<file path="src/rtl/pcicfg_pkg.sv">
package pcicfg_pkg;
  localparam int NUM_BAR   = 6;
  localparam int IDX_W     = 6;      // dword index inside 256-byte space
  localparam int BAR_IDX0  = 4;      // dword index of the first BAR
  localparam logic [31:0] IO_MASK  = 32'h3;
  localparam logic [31:0] MEM_MASK = 32'hF;

  typedef struct packed {
    logic [NUM_BAR-1:0] barWr;
    logic               cmdWr;
    logic               lineWr;
    logic               intWr;
    logic               rdEn;
    logic [IDX_W-1:0]   dwIdx;
  } cfg_strobe_t;
endpackage

</file>
<file path="src/rtl/pcicfg_ctrl.sv">
module pcicfg_ctrl
  import pcicfg_pkg::*;
#(
  parameter int ADDR_W = 32,
  parameter logic [ADDR_W-1:0] CFG_BASE = 32'h0000_0800
) (
  input  logic              cfgValid,
  input  logic              cfgWrite,
  input  logic [ADDR_W-1:2] cfgAddr,
  output logic              cfgClaim,
  output cfg_strobe_t       strb
);
  localparam int HI = ADDR_W - 1;
  localparam int LO = IDX_W + 2;
  localparam bit BASE_OK = (CFG_BASE != '1);

  logic [IDX_W-1:0] idx;
  logic wrHit;

  assign idx      = cfgAddr[LO-1:2];
  assign cfgClaim = BASE_OK && cfgValid && (cfgAddr[HI:LO] == CFG_BASE[HI:LO]);
  assign wrHit    = cfgClaim && cfgWrite;

  for (genvar n = 0; n < NUM_BAR; n++) begin : g_barsel
    assign strb.barWr[n] = wrHit && (idx == IDX_W'(BAR_IDX0 + n));
  end

  assign strb.cmdWr  = wrHit && (idx == IDX_W'(1));
  assign strb.lineWr = wrHit && (idx == IDX_W'(3));
  assign strb.intWr  = wrHit && (idx == IDX_W'(15));
  assign strb.rdEn   = cfgClaim && !cfgWrite;
  assign strb.dwIdx  = idx;
endmodule

</file>
<file path="src/rtl/pcicfg_datapath.sv">
module pcicfg_datapath
  import pcicfg_pkg::*;
#(
  parameter logic [NUM_BAR-1:0][31:0] BAR_SIZE    = {32'h0, 32'h0, 32'h0, 32'h0, 32'h0, 32'h1000},
  parameter logic [NUM_BAR-1:0][3:0]  BAR_TYPE    = {4'h0, 4'h0, 4'h0, 4'h0, 4'h0, 4'h0},
  parameter logic [NUM_BAR-1:0]       BAR_LEGACY  = '0,
  parameter logic [NUM_BAR-1:0][31:0] LEGACY_BASE = '0,
  parameter logic [31:0]              DEV_ID      = 32'h1234_ABCD,
  parameter logic [31:0]              CLASS_REV   = 32'h0200_0001
) (
  input  logic                   clk,
  input  logic                   rstN,
  input  cfg_strobe_t            strb,
  input  logic [3:0]             cfgBe,
  input  logic [31:0]            cfgWdata,
  output logic                   cfgRdValid,
  output logic [31:0]            cfgRdata,
  output logic [NUM_BAR*32-1:0]  barBase,
  output logic [NUM_BAR*32-1:0]  barSize,
  output logic [NUM_BAR-1:0]     barEnable,
  output logic [NUM_BAR-1:0]     barIsIo,
  output logic                   mapChange
);
  logic [31:0] barVal [NUM_BAR];
  logic [NUM_BAR-1:0] chg;
  logic probe;

  assign probe = (cfgWdata == '1);

  for (genvar n = 0; n < NUM_BAR; n++) begin : g_bar
    if (BAR_SIZE[n] != 0 && (BAR_SIZE[n] & (BAR_SIZE[n] - 32'd1)) != 0) begin : g_badsize
      $error("BAR size must be zero or a power of two");
    end

    if (BAR_LEGACY[n]) begin : g_legacy
      assign barVal[n] = '0;
      assign barBase[n*32 +: 32] = LEGACY_BASE[n];
      assign barSize[n*32 +: 32] = BAR_SIZE[n];
      assign barEnable[n] = 1'b1;
      assign barIsIo[n]   = 1'b1;
      assign chg[n]       = 1'b0;
    end else if (BAR_SIZE[n] == 0) begin : g_unused
      assign barVal[n] = '0;
      assign barBase[n*32 +: 32] = '0;
      assign barSize[n*32 +: 32] = '0;
      assign barEnable[n] = 1'b0;
      assign barIsIo[n]   = 1'b0;
      assign chg[n]       = 1'b0;
    end else begin : g_live
      logic [31:0] regQ, baseQ, mask, src, newVal, masked;
      logic enQ, ioQ, chgQ, hit;

      assign mask   = regQ[0] ? IO_MASK : MEM_MASK;
      assign src    = probe ? ~(BAR_SIZE[n] - 32'd1) : cfgWdata;
      assign newVal = (src & ~mask) | (regQ & mask);
      assign masked = cfgWdata & ~mask;
      assign hit    = strb.barWr[n] && (cfgBe == 4'hF);

      always_ff @(posedge clk) begin
        if (!rstN) begin
          regQ  <= {28'h0, BAR_TYPE[n]};
          baseQ <= '0;
          enQ   <= 1'b0;
          ioQ   <= 1'b0;
          chgQ  <= 1'b0;
        end else begin
          chgQ <= 1'b0;
          if (hit) begin
            regQ <= newVal;
            if (!probe && masked != '0) begin
              baseQ <= masked;
              enQ   <= 1'b1;
              ioQ   <= regQ[0];
              chgQ  <= 1'b1;
            end
          end
        end
      end

      assign barVal[n] = regQ;
      assign barBase[n*32 +: 32] = baseQ;
      assign barSize[n*32 +: 32] = BAR_SIZE[n];
      assign barEnable[n] = enQ;
      assign barIsIo[n]   = ioQ;
      assign chg[n]       = chgQ;
    end
  end

  assign mapChange = |chg;

  // header registers
  logic [15:0] commandQ, statusQ;
  logic [7:0]  cacheLineQ, latTimerQ, intLineQ;

  always_ff @(posedge clk) begin
    if (!rstN) begin
      commandQ   <= '0;
      statusQ    <= '0;
      cacheLineQ <= '0;
      latTimerQ  <= '0;
      intLineQ   <= '0;
    end else begin
      if (strb.cmdWr) begin
        if (cfgBe[0]) commandQ[7:0]  <= cfgWdata[7:0];
        if (cfgBe[1]) commandQ[15:8] <= cfgWdata[15:8];
        if (cfgBe[2]) statusQ[7:0]   <= cfgWdata[23:16];
        if (cfgBe[3]) statusQ[15:8]  <= cfgWdata[31:24];
      end
      if (strb.lineWr) begin
        if (cfgBe[0]) cacheLineQ <= cfgWdata[7:0];
        if (cfgBe[1]) latTimerQ  <= cfgWdata[15:8];
      end
      if (strb.intWr && cfgBe[0]) intLineQ <= cfgWdata[7:0];
    end
  end

  // read path
  logic [31:0] rdMux;
  always_comb begin
    rdMux = '0;
    case (strb.dwIdx)
      IDX_W'(0):  rdMux = DEV_ID;
      IDX_W'(1):  rdMux = {statusQ, commandQ};
      IDX_W'(2):  rdMux = CLASS_REV;
      IDX_W'(3):  rdMux = {16'h0, latTimerQ, cacheLineQ};
      IDX_W'(15): rdMux = {24'h0, intLineQ};
      default: begin
        for (int i = 0; i < NUM_BAR; i++) begin
          if (strb.dwIdx == IDX_W'(BAR_IDX0 + i)) rdMux = barVal[i];
        end
      end
    endcase
  end

  always_ff @(posedge clk) begin
    if (!rstN) begin
      cfgRdValid <= 1'b0;
      cfgRdata   <= '0;
    end else begin
      cfgRdValid <= strb.rdEn;
      if (strb.rdEn) cfgRdata <= rdMux;
    end
  end
endmodule

</file>
<file path="src/rtl/pci_cfg_bar_file.sv">
module pci_cfg_bar_file
  import pcicfg_pkg::*;
#(
  parameter int ADDR_W = 32,
  parameter logic [ADDR_W-1:0]        CFG_BASE    = 32'h0000_0800,
  parameter logic [NUM_BAR-1:0][31:0] BAR_SIZE    = {32'h0, 32'h0, 32'h0, 32'h0, 32'h0, 32'h1000},
  parameter logic [NUM_BAR-1:0][3:0]  BAR_TYPE    = {4'h0, 4'h0, 4'h0, 4'h0, 4'h0, 4'h0},
  parameter logic [NUM_BAR-1:0]       BAR_LEGACY  = '0,
  parameter logic [NUM_BAR-1:0][31:0] LEGACY_BASE = '0,
  parameter logic [31:0]              DEV_ID      = 32'h1234_ABCD,
  parameter logic [31:0]              CLASS_REV   = 32'h0200_0001
) (
  input  logic                  clk,
  input  logic                  rstN,
  input  logic                  cfgValid,
  input  logic                  cfgWrite,
  input  logic [ADDR_W-1:2]     cfgAddr,
  input  logic [3:0]            cfgBe,
  input  logic [31:0]           cfgWdata,
  output logic                  cfgClaim,
  output logic                  cfgRdValid,
  output logic [31:0]           cfgRdata,
  output logic [NUM_BAR*32-1:0] barBase,
  output logic [NUM_BAR*32-1:0] barSize,
  output logic [NUM_BAR-1:0]    barEnable,
  output logic [NUM_BAR-1:0]    barIsIo,
  output logic                  mapChange
);
  cfg_strobe_t strb;

  pcicfg_ctrl #(.ADDR_W(ADDR_W), .CFG_BASE(CFG_BASE)) ctrl_i (
    .cfgValid(cfgValid), .cfgWrite(cfgWrite), .cfgAddr(cfgAddr),
    .cfgClaim(cfgClaim), .strb(strb)
  );

  pcicfg_datapath #(
    .BAR_SIZE(BAR_SIZE), .BAR_TYPE(BAR_TYPE), .BAR_LEGACY(BAR_LEGACY),
    .LEGACY_BASE(LEGACY_BASE), .DEV_ID(DEV_ID), .CLASS_REV(CLASS_REV)
  ) dp_i (
    .clk(clk), .rstN(rstN), .strb(strb), .cfgBe(cfgBe), .cfgWdata(cfgWdata),
    .cfgRdValid(cfgRdValid), .cfgRdata(cfgRdata), .barBase(barBase),
    .barSize(barSize), .barEnable(barEnable), .barIsIo(barIsIo),
    .mapChange(mapChange)
  );
endmodule

</file>
<file path="config.mk">
export PLATFORM = sky130hd
export DESIGN_NAME = pci_cfg_bar_file
export DESIGN_NICKNAME = d
export VERILOG_FILES = /design/src/rtl/pcicfg_pkg.sv /design/src/rtl/pcicfg_ctrl.sv /design/src/rtl/pcicfg_datapath.sv /design/src/rtl/pci_cfg_bar_file.sv
export SDC_FILE = /design/constraint.sdc
export NUM_CORES = 1
export LEC_CHECK = 0
export ABC_CLOCK_PERIOD_IN_PS = 1950
export BUFFER_PORTS_ARGS = -buffer_cell sky130_fd_sc_hd__buf_4
export CAP_MARGIN = 0
export CELL_PAD_IN_SITES_DETAIL_PLACEMENT = 1
export CELL_PAD_IN_SITES_GLOBAL_PLACEMENT = 1
export CORE_AREA = 2 2 194 196
export CTS_CLUSTER_SIZE = 30
export DETAILED_ROUTE_END_ITERATION = 8
export DIE_AREA = 0 0 196 198
export HOLD_SLACK_MARGIN = 0.02
export PLACE_DENSITY = 0.75
export SKIP_LAST_GASP = 1
export SLEW_MARGIN = 15
export SYNTH_ARGS = -nofsm -noshare
export SYNTH_HDL_FRONTEND = slang
export SYNTH_SLANG_ARGS = --single-unit
export TNS_END_PERCENT = 50
</file>
<file path="constraint.sdc">
create_clock -name clk -period 1.95 [get_ports clk]
set_input_delay 0 -clock clk [delete_from_list [all_inputs] [get_ports clk]]
set_output_delay 0 -clock clk [all_outputs]
set_load 0.01 [all_outputs]
</file>
==> results of run 1 <==
[logic make-up (layout without fill, tap and decap cells)]
family	Yosys count	count (layout)	synth area share [%]
multiplexers	77	77	8.42
buffers and inverters	417	238	32.6
AO/OA/AOI/OAI	109	109	8.58
flip-flops	147	147	32.1
other	2	367	0.0820
AND/OR/NAND/NOR	304	304	18.2
[power by group]
part           internal (mW)  leakage (nW)  switching (mW)
clock network           2.04         0.274            1.33
registers               3.00          1.18    0.0000000106
logic                  0.205          3.06           0.564
[stage by stage]
stage          instance area [um2]  util (%)  setup TNS (ns)  std cells  setup slack, ns
5_1_grt                      10500      28.5               0       1716            0.198
4_1_cts                      10500      28.5               0       1716            0.264
6_report                     10500      28.5               0       1716            0.252
3_5_place_dp                  9630      26.1         -0.0129       1654          -0.0129
3_3_place_gp                  9630      26.1               0       1654           0.0557
2_1_floorplan                10500         -               0       1421            0.181
[synthesized netlist by cell type (all sizes together), types with 17 or more instances]
master	n
a221oi	20
nor2b	35
nor2	22
buf	383
mux2i	77
a21oi	17
nand2	149
nor4	18
clkbuf	32
a21boi	32
dfxtp	147
[state kept, by name, indices dropped and copies added, names as in the netlist, 8 cells and up]
| name | flops |
|---|---|
| dp_i.commandQ | 16 |
| dp_i.cacheLineQ | 8 |
| dp_i.latTimerQ | 8 |
| dp_i.g_bar.g_live.regQ | 28 |
| dp_i.intLineQ | 8 |
| dp_i.g_bar.g_live.baseQ | 28 |
| dp_i.statusQ | 16 |
| dp_i.cfgRdata | 32 |
[cell type report]
class / count / area, um2 / area share, %
Multi-Input combinational cell: 857 / 4610 / 43.7
Tap cell: 474 / 593 / 5.62
Sequential cell: 147 / 2940 / 27.9
Inverter: 2 / 7.51 / 0.0712
Timing Repair Buffer: 205 / 1790 / 17.0
Clock inverter: 12 / 158 / 1.50
Clock buffer: 19 / 443 / 4.20
[what timing repair did]
action | in CTS | in global routing
hold buffers | 31 | 0
buffers inserted | 0 | 0
hold endpoints to repair | 99 | 0
gates resized for setup | 0 | 0
[how the worst max path moves through the flow]
stage / from / endpoint / slack [ns] / depth (start not counted)
3_5_place_dp: cfgAddr[29] / dp_i.cfgRdata[18]$_SDFFE_PN0P_ / -0.01 / 7
2_1_floorplan: cfgAddr[9] / dp_i.g_bar[0].g_live.baseQ[20]$_SDFFE_PN0P_ / 0.18 / 7
6_report: cfgWdata[14] / dp_i.g_bar[0].g_live.enQ$_SDFFE_PN0P_ / 0.25 / 8
3_3_place_gp: cfgAddr[17] / dp_i.cfgRdata[25]$_SDFFE_PN0P_ / 0.06 / 8
4_1_cts: cfgWdata[1] / dp_i.g_bar[0].g_live.enQ$_SDFFE_PN0P_ / 0.26 / 8
5_1_grt: cfgWdata[14] / dp_i.g_bar[0].g_live.baseQ[4]$_SDFFE_PN0P_ / 0.20 / 8
[placed cells by master, fill, tap and decap left out, drive strengths merged, types with 16 or more instances in the layout]
cell	count
conb	367
buf	174
nand2	149
dfxtp	147
mux2i	77
nor2b	35
a21boi	32
dlygate4sd3	31
nor2	22
a221oi	20
clkbuf	19
nor4	18
a21oi	17
nand3	16
nor3b	16
[worst max-delay path: cells and delay by family]
kind	cells	cell delay, ns
buf+inv	3	0.91
simple gates	4	0.94
compound gates	1	0.17
[routing by layer]
layer	global-route usage, %	vias to the layer above
li1	-	3142
met1	15.1	3255
met2	25.2	331
met3	3.63	22
met4	2.86	0
met5	0	-
==> results.sh, run 1 <==
export IMPL_wl_met2_mm=14.3
export IMPL_cts_inserted_buffers=17
export IMPL_wl_met1_mm=10.5
export IMPL_path_clk_slew_ns=0.06
export IMPL_worstMarginPinSlew_ns=0.534
export IMPL_htreeDepth=4
export IMPL_worstHoldPathType="primary input to flip-flop"
export IMPL_yosys_cell_types_count=44
export IMPL_yosysTopAreaCellShare_pct=32.1
export IMPL_crit_top_cell="buf_4"
export IMPL_yosysSeqAreaShare_pct=32.1
export IMPL_setup_viol=0
export IMPL_start_kind="primary input"
export IMPL_drive_gt1_share_pct=18.0
export IMPL_cts_tree="yes"
export IMPL_grt_max_degree=47
export IMPL_dpl_hpwl_mm=20.8
export IMPL_synth_seq_cells=147
export IMPL_core_area_um2=37000
export IMPL_fmax_mhz=589
export IMPL_die_x_um=196
export IMPL_synthArstFlopShare_pct=0
export IMPL_slowest_stage="dlygate4sd3_1"
export IMPL_crit_fanout=10
export IMPL_max_slew_margin_rel_pct=64.2
export IMPL_rsz0062_at_grt="false"
export IMPL_end_kind="flip-flop"
export IMPL_layout_min_cycle_time_ns=1.70
export IMPL_synth_area_um2=9160
export IMPL_areaGrowthSynthToFinish_pct=15.2
export IMPL_hp_start="cfgWdata[4]"
export IMPL_timing_hold_ws_ns=0.0235
export IMPL_fp_dieArea_um2=38800
export IMPL_start_util_pct=24.8
export IMPL_routabilityCongestion=0.757
export IMPL_fillers=4465
export IMPL_post_route_period_util_pct=87.1
export IMPL_drc=0
export IMPL_io_pins=501
export IMPL_irDropWorstVdd_uv=426
export IMPL_cts_root_buf="clkbuf_16"
export IMPL_max_stage_delay_ns=0.54
export IMPL_drt_pass1_iter_count=4
export IMPL_r2r_cells=5
export IMPL_rows=71
export IMPL_vias=6750
export IMPL_r2r_start="dp_i.statusQ[9]$_SDFFE_PN0P_"
export IMPL_grt_usage_pct=13.4
export IMPL_hold_depth=3
export IMPL_synth_edf_count=0
export IMPL_synthCells=1056
export IMPL_synth_top_area_cell="dfxtp_1"
export IMPL_regToRegEndpoint="dp_i.cfgRdata[25]$_SDFFE_PN0P_"
export IMPL_yosysWarnings=0
export IMPL_wl_per_cell_um=15.8
export IMPL_cp_arrival_ns=2.02
export IMPL_yosys_top_cells_area="dfxtp_1, buf_4, mux2i_1, nand2_1, a21boi_0"
export IMPL_wl_met3_mm=2.14
export IMPL_drt_iter0_markers=315
export IMPL_p_total_mw=7.14
export IMPL_avgViaCountPerCell=3.93
export IMPL_cts_sinks=147
export IMPL_final_max_slew_violation_count=0
export IMPL_finalHoldViolCount=0
export IMPL_first_global_vias=6503
export IMPL_path_cells="dlygate4sd3_1 > buf_4 > nand4_1 > nor4_1 > nand2_1 > nor3b_4 > buf_4 > o21a_1"
export IMPL_outcome="finished, final reports clean"
export IMPL_p_per_area_nw_per_um2=677
export IMPL_detail_route_antenna_nets=0
export IMPL_p_leak_nw=4.51
export IMPL_die_height_um=198
export IMPL_avgSynthCellArea_um2=8.67
export IMPL_portBuffers=133
export IMPL_diodes=0
export IMPL_topRoutingLayerUsed="met4"
export IMPL_fin_skew_ns=0.00609
export IMPL_whs_endpoint="dp_i.g_bar[0].g_live.regQ[4]$_SDFFE_PN0P_"
export IMPL_insertion_delay_ns=0.43
export IMPL_clk_path_buf_depth=2
export IMPL_required_ns=2.27
export IMPL_antenna_found_initial=1
export IMPL_crit_type="primary input to flip-flop"
export IMPL_grt_pass1_wl_mm=39.3
export IMPL_rrSetupSlack_ns=0.78
export IMPL_routed_wl_mm=27.1
export IMPL_ys_flop_type="dfxtp_1"
export IMPL_gr_total_overflow=0
export IMPL_max_cap_viol_count=0
export IMPL_fin_nets=1300
(Power assumes the default switching activity.)
==> inputs of run 2 (changes only) <==
--- a/config.mk
+++ b/config.mk
@@ -5,7 +5,7 @@
 export SDC_FILE = /design/constraint.sdc
 export NUM_CORES = 1
 export LEC_CHECK = 0
-export ABC_CLOCK_PERIOD_IN_PS = 1950
+export ABC_CLOCK_PERIOD_IN_PS = 2100
 export BUFFER_PORTS_ARGS = -buffer_cell sky130_fd_sc_hd__buf_4
 export CAP_MARGIN = 0
 export CELL_PAD_IN_SITES_DETAIL_PLACEMENT = 1
==> constraint.sdc (replaced) <==
create_clock -name clk -period 2.1 [get_ports clk]
set_input_delay 0 -clock clk [delete_from_list [all_inputs] [get_ports clk]]
set_output_delay 0 -clock clk [all_outputs]
set_load 0.01 [all_outputs]
==> results.sh, run 2 (synthesis gave the netlist of run 1 again) <==
export IMPL_detail_route_antenna_nets=0
export IMPL_grt_pass1_wl_mm=38.5
export IMPL_end_kind="flip-flop"
export IMPL_routabilityCongestion=0.752
export IMPL_cts_inserted_buffers=17
export IMPL_grt_usage_pct=13.0
export IMPL_mostFrequentLayoutCells="conb_1, buf_4, nand2_1, dfxtp_1, mux2i_1"
export IMPL_worstHoldPathType="primary input to flip-flop"
export IMPL_p_per_area_nw_per_um2=658
export IMPL_fin_nets=1291
export IMPL_worstMarginPinSlew_ns=0.536
export IMPL_preCtsSetupSlack_ns=0.154
export IMPL_htreeDepth=4
export IMPL_final_max_slew_violation_count=0
export IMPL_max_cap_viol_count=0
export IMPL_avgViaCountPerCell=3.92
export IMPL_dp_cells=1643
export IMPL_layout_min_cycle_time_ns=1.90
export IMPL_start_kind="primary input"
export IMPL_drive_gt1_share_pct=17.3
export IMPL_clk_path_buf_depth=2
export IMPL_areaGrowthSynthToFinish_pct=13.9
export IMPL_fmax_mhz=527
export IMPL_path_clk_slew_ns=0.06
export IMPL_required_ns=2.47
export IMPL_fp_dieArea_um2=38800
export IMPL_start_util_pct=24.8
export IMPL_final_common_cell="conb_1"
export IMPL_drt_iter0_markers=319
export IMPL_largestRegisters="dp_i.cfgRdata x32, dp_i.g_bar.g_live.baseQ x28, dp_i.g_bar.g_live.regQ x28"
export IMPL_portBuffers=133
export IMPL_die_height_um=198
export IMPL_fillers=4522
export IMPL_final_setup_tns_ns=0
export IMPL_cp_arrival_ns=2.27
export IMPL_crit_type="primary input to flip-flop"
export IMPL_ctsResizeCount=0
export IMPL_insertion_delay_ns=0.43
export IMPL_io_pins=501
export IMPL_rows=71
export IMPL_outcome="finished, final reports clean"
export IMPL_cts_setup_buffers=0
export IMPL_wl_per_cell_um=15.4
export IMPL_p_leak_nw=4.50
export IMPL_cts_sinks=147
export IMPL_post_route_period_util_pct=90.3
export IMPL_diodes=0
export IMPL_antenna_found_initial=0
export IMPL_first_global_vias=6439
export IMPL_stdcell_count=1708
export IMPL_vias=6703
export IMPL_utilization_pct=28.2
export IMPL_postCtsHoldBufs=33
export IMPL_cts_tree="yes"
export IMPL_largest_register_ffs=32
export IMPL_setup_viol=0
export IMPL_regArea_um2=2940
export IMPL_setup_ws_ns=0.203
export IMPL_dpl_hpwl_mm=20.2
export IMPL_die_x_um=196
export IMPL_grt_max_degree=65
export IMPL_routed_wl_mm=26.4
export IMPL_cts_root_buf="clkbuf_16"
export IMPL_finalHoldViolCount=0
export IMPL_multi_input_area_um2=4610
export IMPL_top_register="dp_i.cfgRdata"
export IMPL_rsz0062_at_grt="false"
export IMPL_fin_skew_ns=0.00904
export IMPL_gr_total_overflow=0
export IMPL_crit_fanout=20
export IMPL_max_slew_margin_rel_pct=64.3
export IMPL_irDropWorstVdd_uv=548
export IMPL_drc=0
export IMPL_drt_pass1_iter_count=5
export IMPL_core_area_um2=37000
==> run 2: cell count changes in the layout (fill, tap and decap cells not counted) <==
cell and delta:
buf_12 -8, clkinvlp_4 -5, buf_4 -3, clkinv_2 +3, bufinv_16 +2, dlygate4sd3_1 +2
inv_6 +1
==> run 2: metal layers <==
layer	global-route usage (%)	vias to the layer above	part of all wire [%]
li1	-	3129	-
met1	15.3	3261	40
met2	23.9	302	52
met3	2.96	11	7.1
met4	3.14	0	0.64
met5	0	-	0
==> run 2: final timing paths <==
| path | to | cells past startpoint | slack [ns] | start |
|---|---|---|---|---|
| min reg2reg | dp_i.cacheLineQ[5]$_SDFFE_PN0P_ | 2 | 0.46 | dp_i.cacheLineQ[5]$_SDFFE_PN0P_ |
| min | dp_i.intLineQ[6]$_SDFFE_PN0P_ | 3 | 0.05 | cfgWdata[6] |
| max reg2reg | dp_i.cfgRdata[25]$_SDFFE_PN0P_ | 5 | 0.95 | dp_i.statusQ[9]$_SDFFE_PN0P_ |
| max | dp_i.g_bar[0].g_live.regQ[23]$_SDFFE_PN0P_ | 9 | 0.20 | cfgAddr[10] |
==> run 2: metrics by stage <==
| step | area (um2) | hold WS (ns) | total power, mW |
|---|---|---|---|
| 3_5_place_dp | 9450 | 0.320 | 3.48 |
| 2_1_floorplan | 10500 | 0.142 | 3.77 |
| 3_3_place_gp | 9450 | 0.299 | 3.47 |
| 4_1_cts | 10400 | 0.0421 | 6.91 |
| 5_1_grt | 10400 | 0.0550 | 7.12 |
| 6_report | 10400 | 0.0472 | 6.87 |
==> run 2: layout make-up <==
class                      instances  area share, %
clock buffer                      19           4.25
clock inverter                    13           1.96
inverter                           2         0.0720
multi-input combinational        857           44.2
sequential                       147           28.2
tap                              474           5.69
timing repair buffer             196           15.6
==> run 2: critical path, cell delays in order <==
cell,delay (ns)
buf_4,0.12
nor4b_2,0.33
nand4_2,0.19
buf_4,0.21
nor3_2,0.28
buf_4,0.33
nand2_1,0.08
a21boi_0,0.16
dlygate4sd3_1,0.56
==> run 2: power breakdown <==
group          switching, mW  total (mW)  internal [mW]
clock                   1.24        3.38           2.14
sequential     0.00000000921        2.79           2.79
combinational          0.519       0.702          0.183
total                   1.75        6.87           5.11
